<file path="src/rtl/synonym_bp_pkg.sv">
package synonym_bp_pkg;

    typedef enum logic [1:0] {
        OP_NONE   = 2'b00,
        OP_INVAL  = 2'b01,
        OP_MOVE   = 2'b10,
        OP_SUPPLY = 2'b11
    } l1_op_e;

    typedef enum logic [1:0] {
        ST_IDLE       = 2'b00,
        ST_MISS_WAIT  = 2'b01,
        ST_SNOOP_WAIT = 2'b10,
        ST_EVICT_WAIT = 2'b11
    } bp_state_e;

    localparam logic SIDE_INSTR = 1'b0;
    localparam logic SIDE_DATA  = 1'b1;

endpackage

</file>
<file path="src/rtl/synonym_bp_store.sv">
module synonym_bp_store #(
    parameter int L2_LINES = 64,
    parameter int ENT_W    = 7,
    localparam int AW      = $clog2(L2_LINES)
) (
    input  logic             clk,
    input  logic             rst_n,
    input  logic             we,
    input  logic [AW-1:0]    waddr,
    input  logic [ENT_W-1:0] wdata,
    input  logic [AW-1:0]    raddr_a,
    output logic [ENT_W-1:0] rdata_a,
    input  logic [AW-1:0]    raddr_b,
    output logic [ENT_W-1:0] rdata_b
);

    logic [ENT_W-1:0] mem_q [L2_LINES];

    always_ff @(posedge clk) begin
        if (!rst_n) begin
            for (int i = 0; i < L2_LINES; i++) begin
                mem_q[i] <= '0;
            end
        end else if (we) begin
            mem_q[waddr] <= wdata;
        end
    end

    assign rdata_a = mem_q[raddr_a];
    assign rdata_b = mem_q[raddr_b];

endmodule

</file>
<file path="src/rtl/synonym_bp_ctrl.sv">
module synonym_bp_ctrl
    import synonym_bp_pkg::*;
#(
    parameter int L2_LINES = 64,
    parameter int L1_LINES = 32,
    localparam int AW      = $clog2(L2_LINES),
    localparam int LW      = $clog2(L1_LINES),
    localparam int ENT_W   = LW + 2
) (
    input  logic             clk,
    input  logic             rst_n,
    input  logic             miss_valid,
    input  logic [AW-1:0]    miss_line,
    input  logic             miss_side,
    input  logic [LW-1:0]    miss_loc,
    output logic             miss_ready,
    input  logic             snoop_valid,
    input  logic             snoop_is_write,
    input  logic [AW-1:0]    snoop_line,
    output logic             snoop_ready,
    input  logic             evict_valid,
    input  logic [AW-1:0]    evict_line,
    output logic             evict_ready,
    input  logic             ext_we,
    input  logic [AW-1:0]    ext_addr,
    input  logic [ENT_W-1:0] ext_wdata,
    output logic [AW-1:0]    look_addr,
    input  logic [ENT_W-1:0] look_entry,
    output logic             st_we,
    output logic [AW-1:0]    st_addr,
    output logic [ENT_W-1:0] st_wdata,
    output logic             fill_grant,
    output logic             fill_from_l1,
    output logic             fill_src_side,
    output logic [LW-1:0]    fill_src_loc,
    output logic             snoop_done,
    output logic             evict_done,
    output logic             cmd_req,
    output l1_op_e           cmd_op,
    output logic             cmd_side,
    output logic [LW-1:0]    cmd_loc,
    input  logic             cmd_ack
);

    bp_state_e state_q, state_d;

    logic          is_idle;
    logic          take_snoop, take_evict, take_miss, no_req;
    logic          look_v, look_side;
    logic [LW-1:0] look_loc;
    logic          ack_hs;

    logic [AW-1:0] pend_line_q;
    logic          pend_side_q;
    logic [LW-1:0] pend_loc_q;

    logic          cmd_req_q;
    l1_op_e        cmd_op_q;
    logic          cmd_side_q;
    logic [LW-1:0] cmd_loc_q;
    logic          fill_grant_q, fill_from_l1_q, fill_src_side_q;
    logic [LW-1:0] fill_src_loc_q;
    logic          snoop_done_q, evict_done_q;

    assign is_idle    = (state_q == ST_IDLE);
    assign take_snoop = is_idle && snoop_valid;
    assign take_evict = is_idle && !snoop_valid && evict_valid;
    assign take_miss  = is_idle && !snoop_valid && !evict_valid && miss_valid;
    assign no_req     = !snoop_valid && !evict_valid && !miss_valid;

    assign snoop_ready = is_idle;
    assign evict_ready = is_idle && !snoop_valid;
    assign miss_ready  = is_idle && !snoop_valid && !evict_valid;

    assign look_addr = snoop_valid ? snoop_line : (evict_valid ? evict_line : miss_line);
    assign look_v    = look_entry[ENT_W-1];
    assign look_side = look_entry[LW];
    assign look_loc  = look_entry[LW-1:0];
    assign ack_hs    = cmd_req_q && cmd_ack;

    // State register
    always_ff @(posedge clk) begin
        if (!rst_n) begin
            state_q <= ST_IDLE;
        end else begin
            state_q <= state_d;
        end
    end

    // Next state
    always_comb begin
        state_d = state_q;
        unique case (state_q)
            ST_IDLE: begin
                if (take_snoop && look_v) begin
                    state_d = ST_SNOOP_WAIT;
                end else if (take_evict && look_v) begin
                    state_d = ST_EVICT_WAIT;
                end else if (take_miss && look_v) begin
                    state_d = ST_MISS_WAIT;
                end
            end
            ST_MISS_WAIT, ST_SNOOP_WAIT, ST_EVICT_WAIT: begin
                if (ack_hs) begin
                    state_d = ST_IDLE;
                end
            end
        endcase
    end

    // Directory update
    always_comb begin
        st_we    = 1'b0;
        st_addr  = pend_line_q;
        st_wdata = '0;
        unique case (state_q)
            ST_IDLE: begin
                if (take_miss && !look_v) begin
                    st_we    = 1'b1;
                    st_addr  = miss_line;
                    st_wdata = {1'b1, miss_side, miss_loc};
                end else if (take_evict && !look_v) begin
                    st_we    = 1'b1;
                    st_addr  = evict_line;
                end else if (no_req && ext_we) begin
                    st_we    = 1'b1;
                    st_addr  = ext_addr;
                    st_wdata = ext_wdata;
                end
            end
            ST_MISS_WAIT: begin
                if (ack_hs) begin
                    st_we    = 1'b1;
                    st_wdata = {1'b1, pend_side_q, pend_loc_q};
                end
            end
            ST_SNOOP_WAIT, ST_EVICT_WAIT: begin
                st_we = ack_hs;
            end
        endcase
    end

    // Registered outputs
    always_ff @(posedge clk) begin
        if (!rst_n) begin
            pend_line_q     <= '0;
            pend_side_q     <= 1'b0;
            pend_loc_q      <= '0;
            cmd_req_q       <= 1'b0;
            cmd_op_q        <= OP_NONE;
            cmd_side_q      <= 1'b0;
            cmd_loc_q       <= '0;
            fill_grant_q    <= 1'b0;
            fill_from_l1_q  <= 1'b0;
            fill_src_side_q <= 1'b0;
            fill_src_loc_q  <= '0;
            snoop_done_q    <= 1'b0;
            evict_done_q    <= 1'b0;
        end else begin
            fill_grant_q <= 1'b0;
            snoop_done_q <= 1'b0;
            evict_done_q <= 1'b0;
            unique case (state_q)
                ST_IDLE: begin
                    if (take_snoop) begin
                        pend_line_q <= snoop_line;
                        if (look_v) begin
                            cmd_req_q  <= 1'b1;
                            cmd_op_q   <= snoop_is_write ? OP_INVAL : OP_SUPPLY;
                            cmd_side_q <= look_side;
                            cmd_loc_q  <= look_loc;
                        end else begin
                            snoop_done_q <= 1'b1;
                        end
                    end else if (take_evict) begin
                        pend_line_q <= evict_line;
                        if (look_v) begin
                            cmd_req_q  <= 1'b1;
                            cmd_op_q   <= OP_INVAL;
                            cmd_side_q <= look_side;
                            cmd_loc_q  <= look_loc;
                        end else begin
                            evict_done_q <= 1'b1;
                        end
                    end else if (take_miss) begin
                        pend_line_q <= miss_line;
                        pend_side_q <= miss_side;
                        pend_loc_q  <= miss_loc;
                        if (look_v) begin
                            cmd_req_q  <= 1'b1;
                            cmd_op_q   <= OP_MOVE;
                            cmd_side_q <= look_side;
                            cmd_loc_q  <= look_loc;
                        end else begin
                            fill_grant_q    <= 1'b1;
                            fill_from_l1_q  <= 1'b0;
                            fill_src_side_q <= 1'b0;
                            fill_src_loc_q  <= '0;
                        end
                    end
                end
                ST_MISS_WAIT: begin
                    if (ack_hs) begin
                        cmd_req_q       <= 1'b0;
                        fill_grant_q    <= 1'b1;
                        fill_from_l1_q  <= 1'b1;
                        fill_src_side_q <= cmd_side_q;
                        fill_src_loc_q  <= cmd_loc_q;
                    end
                end
                ST_SNOOP_WAIT: begin
                    if (ack_hs) begin
                        cmd_req_q    <= 1'b0;
                        snoop_done_q <= 1'b1;
                    end
                end
                ST_EVICT_WAIT: begin
                    if (ack_hs) begin
                        cmd_req_q    <= 1'b0;
                        evict_done_q <= 1'b1;
                    end
                end
            endcase
        end
    end

    assign cmd_req       = cmd_req_q;
    assign cmd_op        = cmd_op_q;
    assign cmd_side      = cmd_side_q;
    assign cmd_loc       = cmd_loc_q;
    assign fill_grant    = fill_grant_q;
    assign fill_from_l1  = fill_from_l1_q;
    assign fill_src_side = fill_src_side_q;
    assign fill_src_loc  = fill_src_loc_q;
    assign snoop_done    = snoop_done_q;
    assign evict_done    = evict_done_q;


    cmd_hold_chk: assert property (@(posedge clk) disable iff (!rst_n)
        (cmd_req_q && !cmd_ack) |=> (cmd_req_q && $stable(cmd_op_q)
                                     && $stable(cmd_side_q) && $stable(cmd_loc_q)));


    busy_refuse_chk: assert property (@(posedge clk) disable iff (!rst_n)
        cmd_req_q |-> (!miss_ready && !snoop_ready && !evict_ready));


    moved_fill_chk: assert property (@(posedge clk) disable iff (!rst_n)
        (fill_grant_q && fill_from_l1_q) |-> $past(cmd_req_q && cmd_ack && (cmd_op_q == OP_MOVE)));


    no_early_fill_chk: assert property (@(posedge clk) disable iff (!rst_n)
        $rose(cmd_req_q) |-> !fill_grant_q);


    one_done_chk: assert property (@(posedge clk) disable iff (!rst_n)
        $onehot0({fill_grant_q, snoop_done_q, evict_done_q}));

endmodule

</file>
<file path="src/rtl/synonym_bp_dir.sv">
module synonym_bp_dir
    import synonym_bp_pkg::*;
#(
    parameter int L2_LINES = 64,
    parameter int L1_LINES = 32,
    localparam int AW      = $clog2(L2_LINES),
    localparam int LW      = $clog2(L1_LINES),
    localparam int ENT_W   = LW + 2
) (
    input  logic             clk,
    input  logic             rst_n,
    input  logic             miss_valid,
    output logic             miss_ready,
    input  logic [AW-1:0]    miss_line,
    input  logic             miss_side,
    input  logic [LW-1:0]    miss_loc,
    output logic             fill_grant,
    output logic             fill_from_l1,
    output logic             fill_src_side,
    output logic [LW-1:0]    fill_src_loc,
    input  logic             snoop_valid,
    input  logic             snoop_is_write,
    input  logic [AW-1:0]    snoop_line,
    output logic             snoop_ready,
    output logic             snoop_done,
    input  logic             evict_valid,
    input  logic [AW-1:0]    evict_line,
    output logic             evict_ready,
    output logic             evict_done,
    input  logic             dir_we,
    input  logic [AW-1:0]    dir_addr,
    input  logic [ENT_W-1:0] dir_wdata,
    output logic [ENT_W-1:0] dir_rdata,
    output logic             l1_cmd_req,
    output logic [1:0]       l1_cmd_op,
    output logic             l1_cmd_side,
    output logic [LW-1:0]    l1_cmd_loc,
    input  logic             l1_cmd_ack
);

    logic [AW-1:0]    look_addr;
    logic [ENT_W-1:0] look_entry;
    logic             st_we;
    logic [AW-1:0]    st_addr;
    logic [ENT_W-1:0] st_wdata;
    l1_op_e           cmd_op;

    synonym_bp_store #(
        .L2_LINES (L2_LINES),
        .ENT_W    (ENT_W)
    ) u_store (
        .clk     (clk),
        .rst_n   (rst_n),
        .we      (st_we),
        .waddr   (st_addr),
        .wdata   (st_wdata),
        .raddr_a (look_addr),
        .rdata_a (look_entry),
        .raddr_b (dir_addr),
        .rdata_b (dir_rdata)
    );

    synonym_bp_ctrl #(
        .L2_LINES (L2_LINES),
        .L1_LINES (L1_LINES)
    ) u_ctrl (
        .clk            (clk),
        .rst_n          (rst_n),
        .miss_valid     (miss_valid),
        .miss_line      (miss_line),
        .miss_side      (miss_side),
        .miss_loc       (miss_loc),
        .miss_ready     (miss_ready),
        .snoop_valid    (snoop_valid),
        .snoop_is_write (snoop_is_write),
        .snoop_line     (snoop_line),
        .snoop_ready    (snoop_ready),
        .evict_valid    (evict_valid),
        .evict_line     (evict_line),
        .evict_ready    (evict_ready),
        .ext_we         (dir_we),
        .ext_addr       (dir_addr),
        .ext_wdata      (dir_wdata),
        .look_addr      (look_addr),
        .look_entry     (look_entry),
        .st_we          (st_we),
        .st_addr        (st_addr),
        .st_wdata       (st_wdata),
        .fill_grant     (fill_grant),
        .fill_from_l1   (fill_from_l1),
        .fill_src_side  (fill_src_side),
        .fill_src_loc   (fill_src_loc),
        .snoop_done     (snoop_done),
        .evict_done     (evict_done),
        .cmd_req        (l1_cmd_req),
        .cmd_op         (cmd_op),
        .cmd_side       (l1_cmd_side),
        .cmd_loc        (l1_cmd_loc),
        .cmd_ack        (l1_cmd_ack)
    );

    assign l1_cmd_op = cmd_op;

endmodule

</file>
<file path="config.mk">
export PLATFORM = sky130hd
export DESIGN_NAME = synonym_bp_dir
export DESIGN_NICKNAME = d
export VERILOG_FILES = /design/src/rtl/synonym_bp_pkg.sv /design/src/rtl/synonym_bp_store.sv /design/src/rtl/synonym_bp_ctrl.sv /design/src/rtl/synonym_bp_dir.sv
export SDC_FILE = /design/constraint.sdc
export NUM_CORES = 1
export LEC_CHECK = 0
export CORE_ASPECT_RATIO = 0.7
export CORE_UTILIZATION = 40
export CTS_CLUSTER_DIAMETER = 50
export CTS_CLUSTER_SIZE = 25
export DETAILED_ROUTE_END_ITERATION = 10
export DONT_BUFFER_PORTS = 1
export SKIP_LAST_GASP = 1
export SLEW_MARGIN = 0
export SYNTH_ARGS = -nofsm -noshare
export SYNTH_HDL_FRONTEND = slang
export SYNTH_SLANG_ARGS = --single-unit
</file>
<file path="constraint.sdc">
create_clock -name clk -period 8.1 [get_ports clk]
set_input_delay 0.81 -clock clk [delete_from_list [all_inputs] [get_ports clk]]
set_output_delay 0.81 -clock clk [all_outputs]
set_load 0.05 [all_outputs]
</file>
==> qor_table.md <==
| Metric | This run | Unit |
|:---|:---|:---|
| Count of unresolved DRC violations after routing | 0 | - |
| Buffer depth of the longest clock path | 3 | - |
| Headroom to the max-slew limit | 13.60 | % |
| Top library cells by usage in the layout, fill and taps aside | 448 x edfxtp_1, 309 x nor2_1, 245 x mux4_2 | - |
| Cell type contributing the most total cell area after synthesis | edfxtp_1 | - |
| Final sum of negative setup slack | 0 | ps |
| Cells traversed along the worst timing path | nand2b_1 > o21a_4 > buf_4 > nand2_1 > a41oi_1 > o211a_1 > nor3_1 > o21ai_1 > a221oi_1 > nor2_1 > nand2_1 > o21ai_0 | - |
| Async set-reset flop share out of synthesis | 0 | % |
| Area of the die | 65680 | sq um |
| CP required | 8280 | ps |
| Largest cells by area after synthesis | edfxtp_1 52%, mux4_2 21%, nor2_1 4.5%, nor3_1 3.1%, nand2_1 2.9% | - |
| RSZ-0062 raised after global routing | false | - |
| Critical-path top delay cell | o21ai_0 | - |
| Initial Utilization | 40.72 | % |
| Routed WL per cell | 30.97 | um |
| Worst setup SP type | input port | - |
| Die Y | 214.7 | um |
| Syn Std Cell Area | 25860 | sq um |
| Total count of hold-check failures in the final report | 0 | - |
| Routed wire length | 84200 | um |
| Time the final worst path needs with I/O delays and setup | 6442 | ps |
| Standard-cell row count | 77 | - |
| Sw power | 1.994 | mW |
| Endpoint type of the worst setup path | flip-flop | - |
| Path type of the worst setup path | input port to flip-flop | - |
| Classification of the worst-slack hold path | input port to flip-flop | - |
| Fraction of power consumed by the clock network | 31.2 | % |
| Post-CTS repair timing setup buffer count | 0 | - |
| Area share of the largest cell type after synthesis | 52.03 | % |
| Quantity of gates resized following cts | 0 | - |
| Combinational power share | 20.6 | % |
| Placed Instances | 2653 | - |
| Vias in the first global route | 17330 | - |
| Path depth of the worst reg2reg path | 10 | - |
| Count of state elements after synthesis | 481 | - |
| Peak ir drop on the vdd network | 196.6 | uV |
| I/O pin count | 74 | - |
| NumNets Final | 1912 | - |
| Aggregate global-route resource usage | 25.62 | % |
| Global-route wire length before repair | 123200 | um |
| Fmax | 155.2 | MHz |
| Buffers added on ports | 0 | - |
| TritonCTS clock tree | built | - |
| Post-synthesis to final-layout area growth | 7.322 | % |
| Hold Startpoint | rst_n | - |
| CTS root buffer | clkbuf_16 | - |
| Number of CTS-inserted buffers | 37 | - |
| Placed wire-length estimate | 56240 | um |
| Final total power | 6.098 | mW |
| Final cell count without fillers | 2719 | - |
| Post-synth EDFFs | 448 | - |
| Most common cell after layout, fill and taps aside | edfxtp_1 | - |
| Post-synthesis cell type count | 57 | - |
| Reg2Reg Launch Point | u_ctrl.state_q[1] | - |
| Worst hold slack after final layout | 393.7 | ps |
| Horizontal extent of the die | 305.9 | um |
| Number of instances on the worst hold path | 1 | - |
| Count of mapped cells out of synthesis | 1984 | - |
| Number of antenna violations at the first check in global routing | 3 | - |
| Sequential share of the synthesized area | 54.59 | % |
| Synthesis warning total | 0 | - |
| Number of optimization iterations in the first detailed-route pass | 8 | - |
| Total via count after detailed routing | 18530 | - |
| Latest clock arrival within the worst-skew pair | 560 | ps |
| Setup ws final | 1658 | ps |
| Share of final-layout standard cells stronger than drive strength 1 | 20.12 | % |
| Worst-Margin Slew | 1296 | ps |
| Largest stage delay on the critical path | 970 | ps |
| Largest net degree at the start of global routing | 114 | - |
| Worst setup path startpoint | snoop_line[0] | - |
| Mean cell area of the mapped netlist | 13.03 | sq um |
| Worst Skew | 18.28 | ps |
| Worst slack at placement | 1273 | ps |
| Most common cell on crit path | nand2_1 | - |
| Max-slew violations | 0 | - |
| Count of hold-fix buffers inserted at cts | 0 | - |
| Total setup violations reported at the end of the flow | 0 | - |
| Area of the placeable core | 63490 | sq um |
| Sequential fraction of design power | 48.2 | % |
| Post-place instance area | 26540 | sq um |
| Ys flop type | edfxtp_1 | - |
| Total internal power | 4.104 | mW |
| Final ANT Viol Nets | 0 | - |
| MaxCap Viol Count | 0 | - |
| Final core area utilization | 43.71 | % |
| Power density relative to cell area | 219.8 | nW/um^2 |
| Maximum fanout encountered on the critical timing path | 44 | - |
| Worst EP arrival | 6620 | ps |
| Run status | finished clean | - |
| CTS H-tree lvls | 2 | - |
| Remaining global-route overflow | 0 | - |
| Clock Sinks | 481 | - |
| Portion of the clock cycle consumed by the worst path in the final layout | 79.53 | % |
| Reg clk slew, reported paths | 90 | ps |
| Initial DRC Count | 3297 | - |
| Synthesized netlist net count | 2033 | - |
| Proportion of total power due to net switching | 32.71 | % |
| Final standard cell area without fillers | 27750 | sq um |
| Via count normalized by instance count | 6.816 | - |
| Leakage power | 8.748 | nW |
| Placer congestion estimate | 0.9297 | - |
==> metal layers <==
layer | track usage [%] | part of all wire, % | up-vias
met1 | 39.11 | 41 | 9525
met5 | 0 | 0.015 | -
met3 | 9.280 | 16 | 131
met2 | 34.70 | 41 | 1395
met4 | 5.059 | 2.0 | 2
li1 | - | - | 7480
==> cells by family (layout without fill, tap and decap cells) <==
family	count (synthesis)	in the layout	synth area share, %
multiplexers	280	280	22.75
adder cells (fa/ha/maj)	4	4	0.1936
AND/OR/NAND/NOR	786	786	13.38
AO/OA/AOI/OAI	226	226	5.996
flip-flops	481	481	54.59
buffers and inverters	207	112	3.102
other	0	1	0
==> power groups by stage <==
stage / sequential, mW / combinational, mW / clock, mW
after floorplan: 2.94 / 0.848 / 0
final: 2.94 / 1.26 / 1.90
after global placement: 2.99 / 1.19 / 0
after detailed placement: 2.99 / 1.21 / 0
after CTS: 2.93 / 1.21 / 1.92
after global routing: 2.95 / 1.30 / 2.01
==> synth_stat cells, types with 6 or more instances <==
| library cell | count |
|---|---|
| edfxtp_1 | 448 |
| nor2_1 | 309 |
| mux4_2 | 245 |
| nand2_1 | 200 |
| nor3_1 | 160 |
| clkbuf_1 | 158 |
| o21ai_0 | 51 |
| nand4_1 | 45 |
| a21oi_1 | 33 |
| dfxtp_1 | 33 |
| o211ai_1 | 25 |
| mux2i_1 | 24 |
| a211oi_1 | 21 |
| buf_1 | 21 |
| and2_1 | 20 |
| buf_2 | 20 |
| a22oi_1 | 17 |
| a21boi_0 | 14 |
| nand3_1 | 13 |
| a31oi_1 | 11 |
| mux2_2 | 11 |
| nor2b_1 | 11 |
| a221oi_1 | 10 |
| inv_1 | 8 |
| o211a_1 | 7 |
| and3_1 | 6 |
| nand2b_1 | 6 |
==> critical path, delay by kind of cell <==
kind            cells  cell delay (ps)
compound gates      6             3030
simple gates        5             1980
buf+inv             1              740
==> area by class of cell <==
| cell class | instances | area, sq um |
|---|---|---|
| fillers | 5698 | 35740 |
| flip-flops and latches | 481 | 14110 |
| multi-input cells | 1296 | 11060 |
| well taps | 829 | 1037 |
| clock buffers | 39 | 933.4 |
| repair buffers | 39 | 292.8 |
| clock inverters | 26 | 276.5 |
| inverters | 8 | 30.03 |
| diodes | 1 | 2.502 |
==> state kept, by name, summed over array words and instances (netlist names) <==
| name | cells |
|---|---|
| u_ctrl.cmd_loc | 5 |
| u_ctrl.cmd_op | 2 |
| u_ctrl.cmd_req | 1 |
| u_ctrl.cmd_side | 1 |
| u_ctrl.evict_done | 1 |
| u_ctrl.fill_from_l1 | 1 |
| u_ctrl.fill_grant | 1 |
| u_ctrl.fill_src_loc | 5 |
| u_ctrl.fill_src_side | 1 |
| u_ctrl.pend_line_q | 6 |
| u_ctrl.pend_loc_q | 5 |
| u_ctrl.pend_side_q | 1 |
| u_ctrl.snoop_done | 1 |
| u_ctrl.state_q | 2 |
| u_store.mem_q | 448 |
==> worst paths after layout <==
check,to,slack [ps]
max,u_store.mem_q[2][5],1660
min,u_ctrl.fill_grant,390
max reg2reg,u_store.mem_q[10][6],2380
min reg2reg,u_ctrl.pend_loc_q[1],480
No activity file was read; power rests on OpenSTA's default activity.
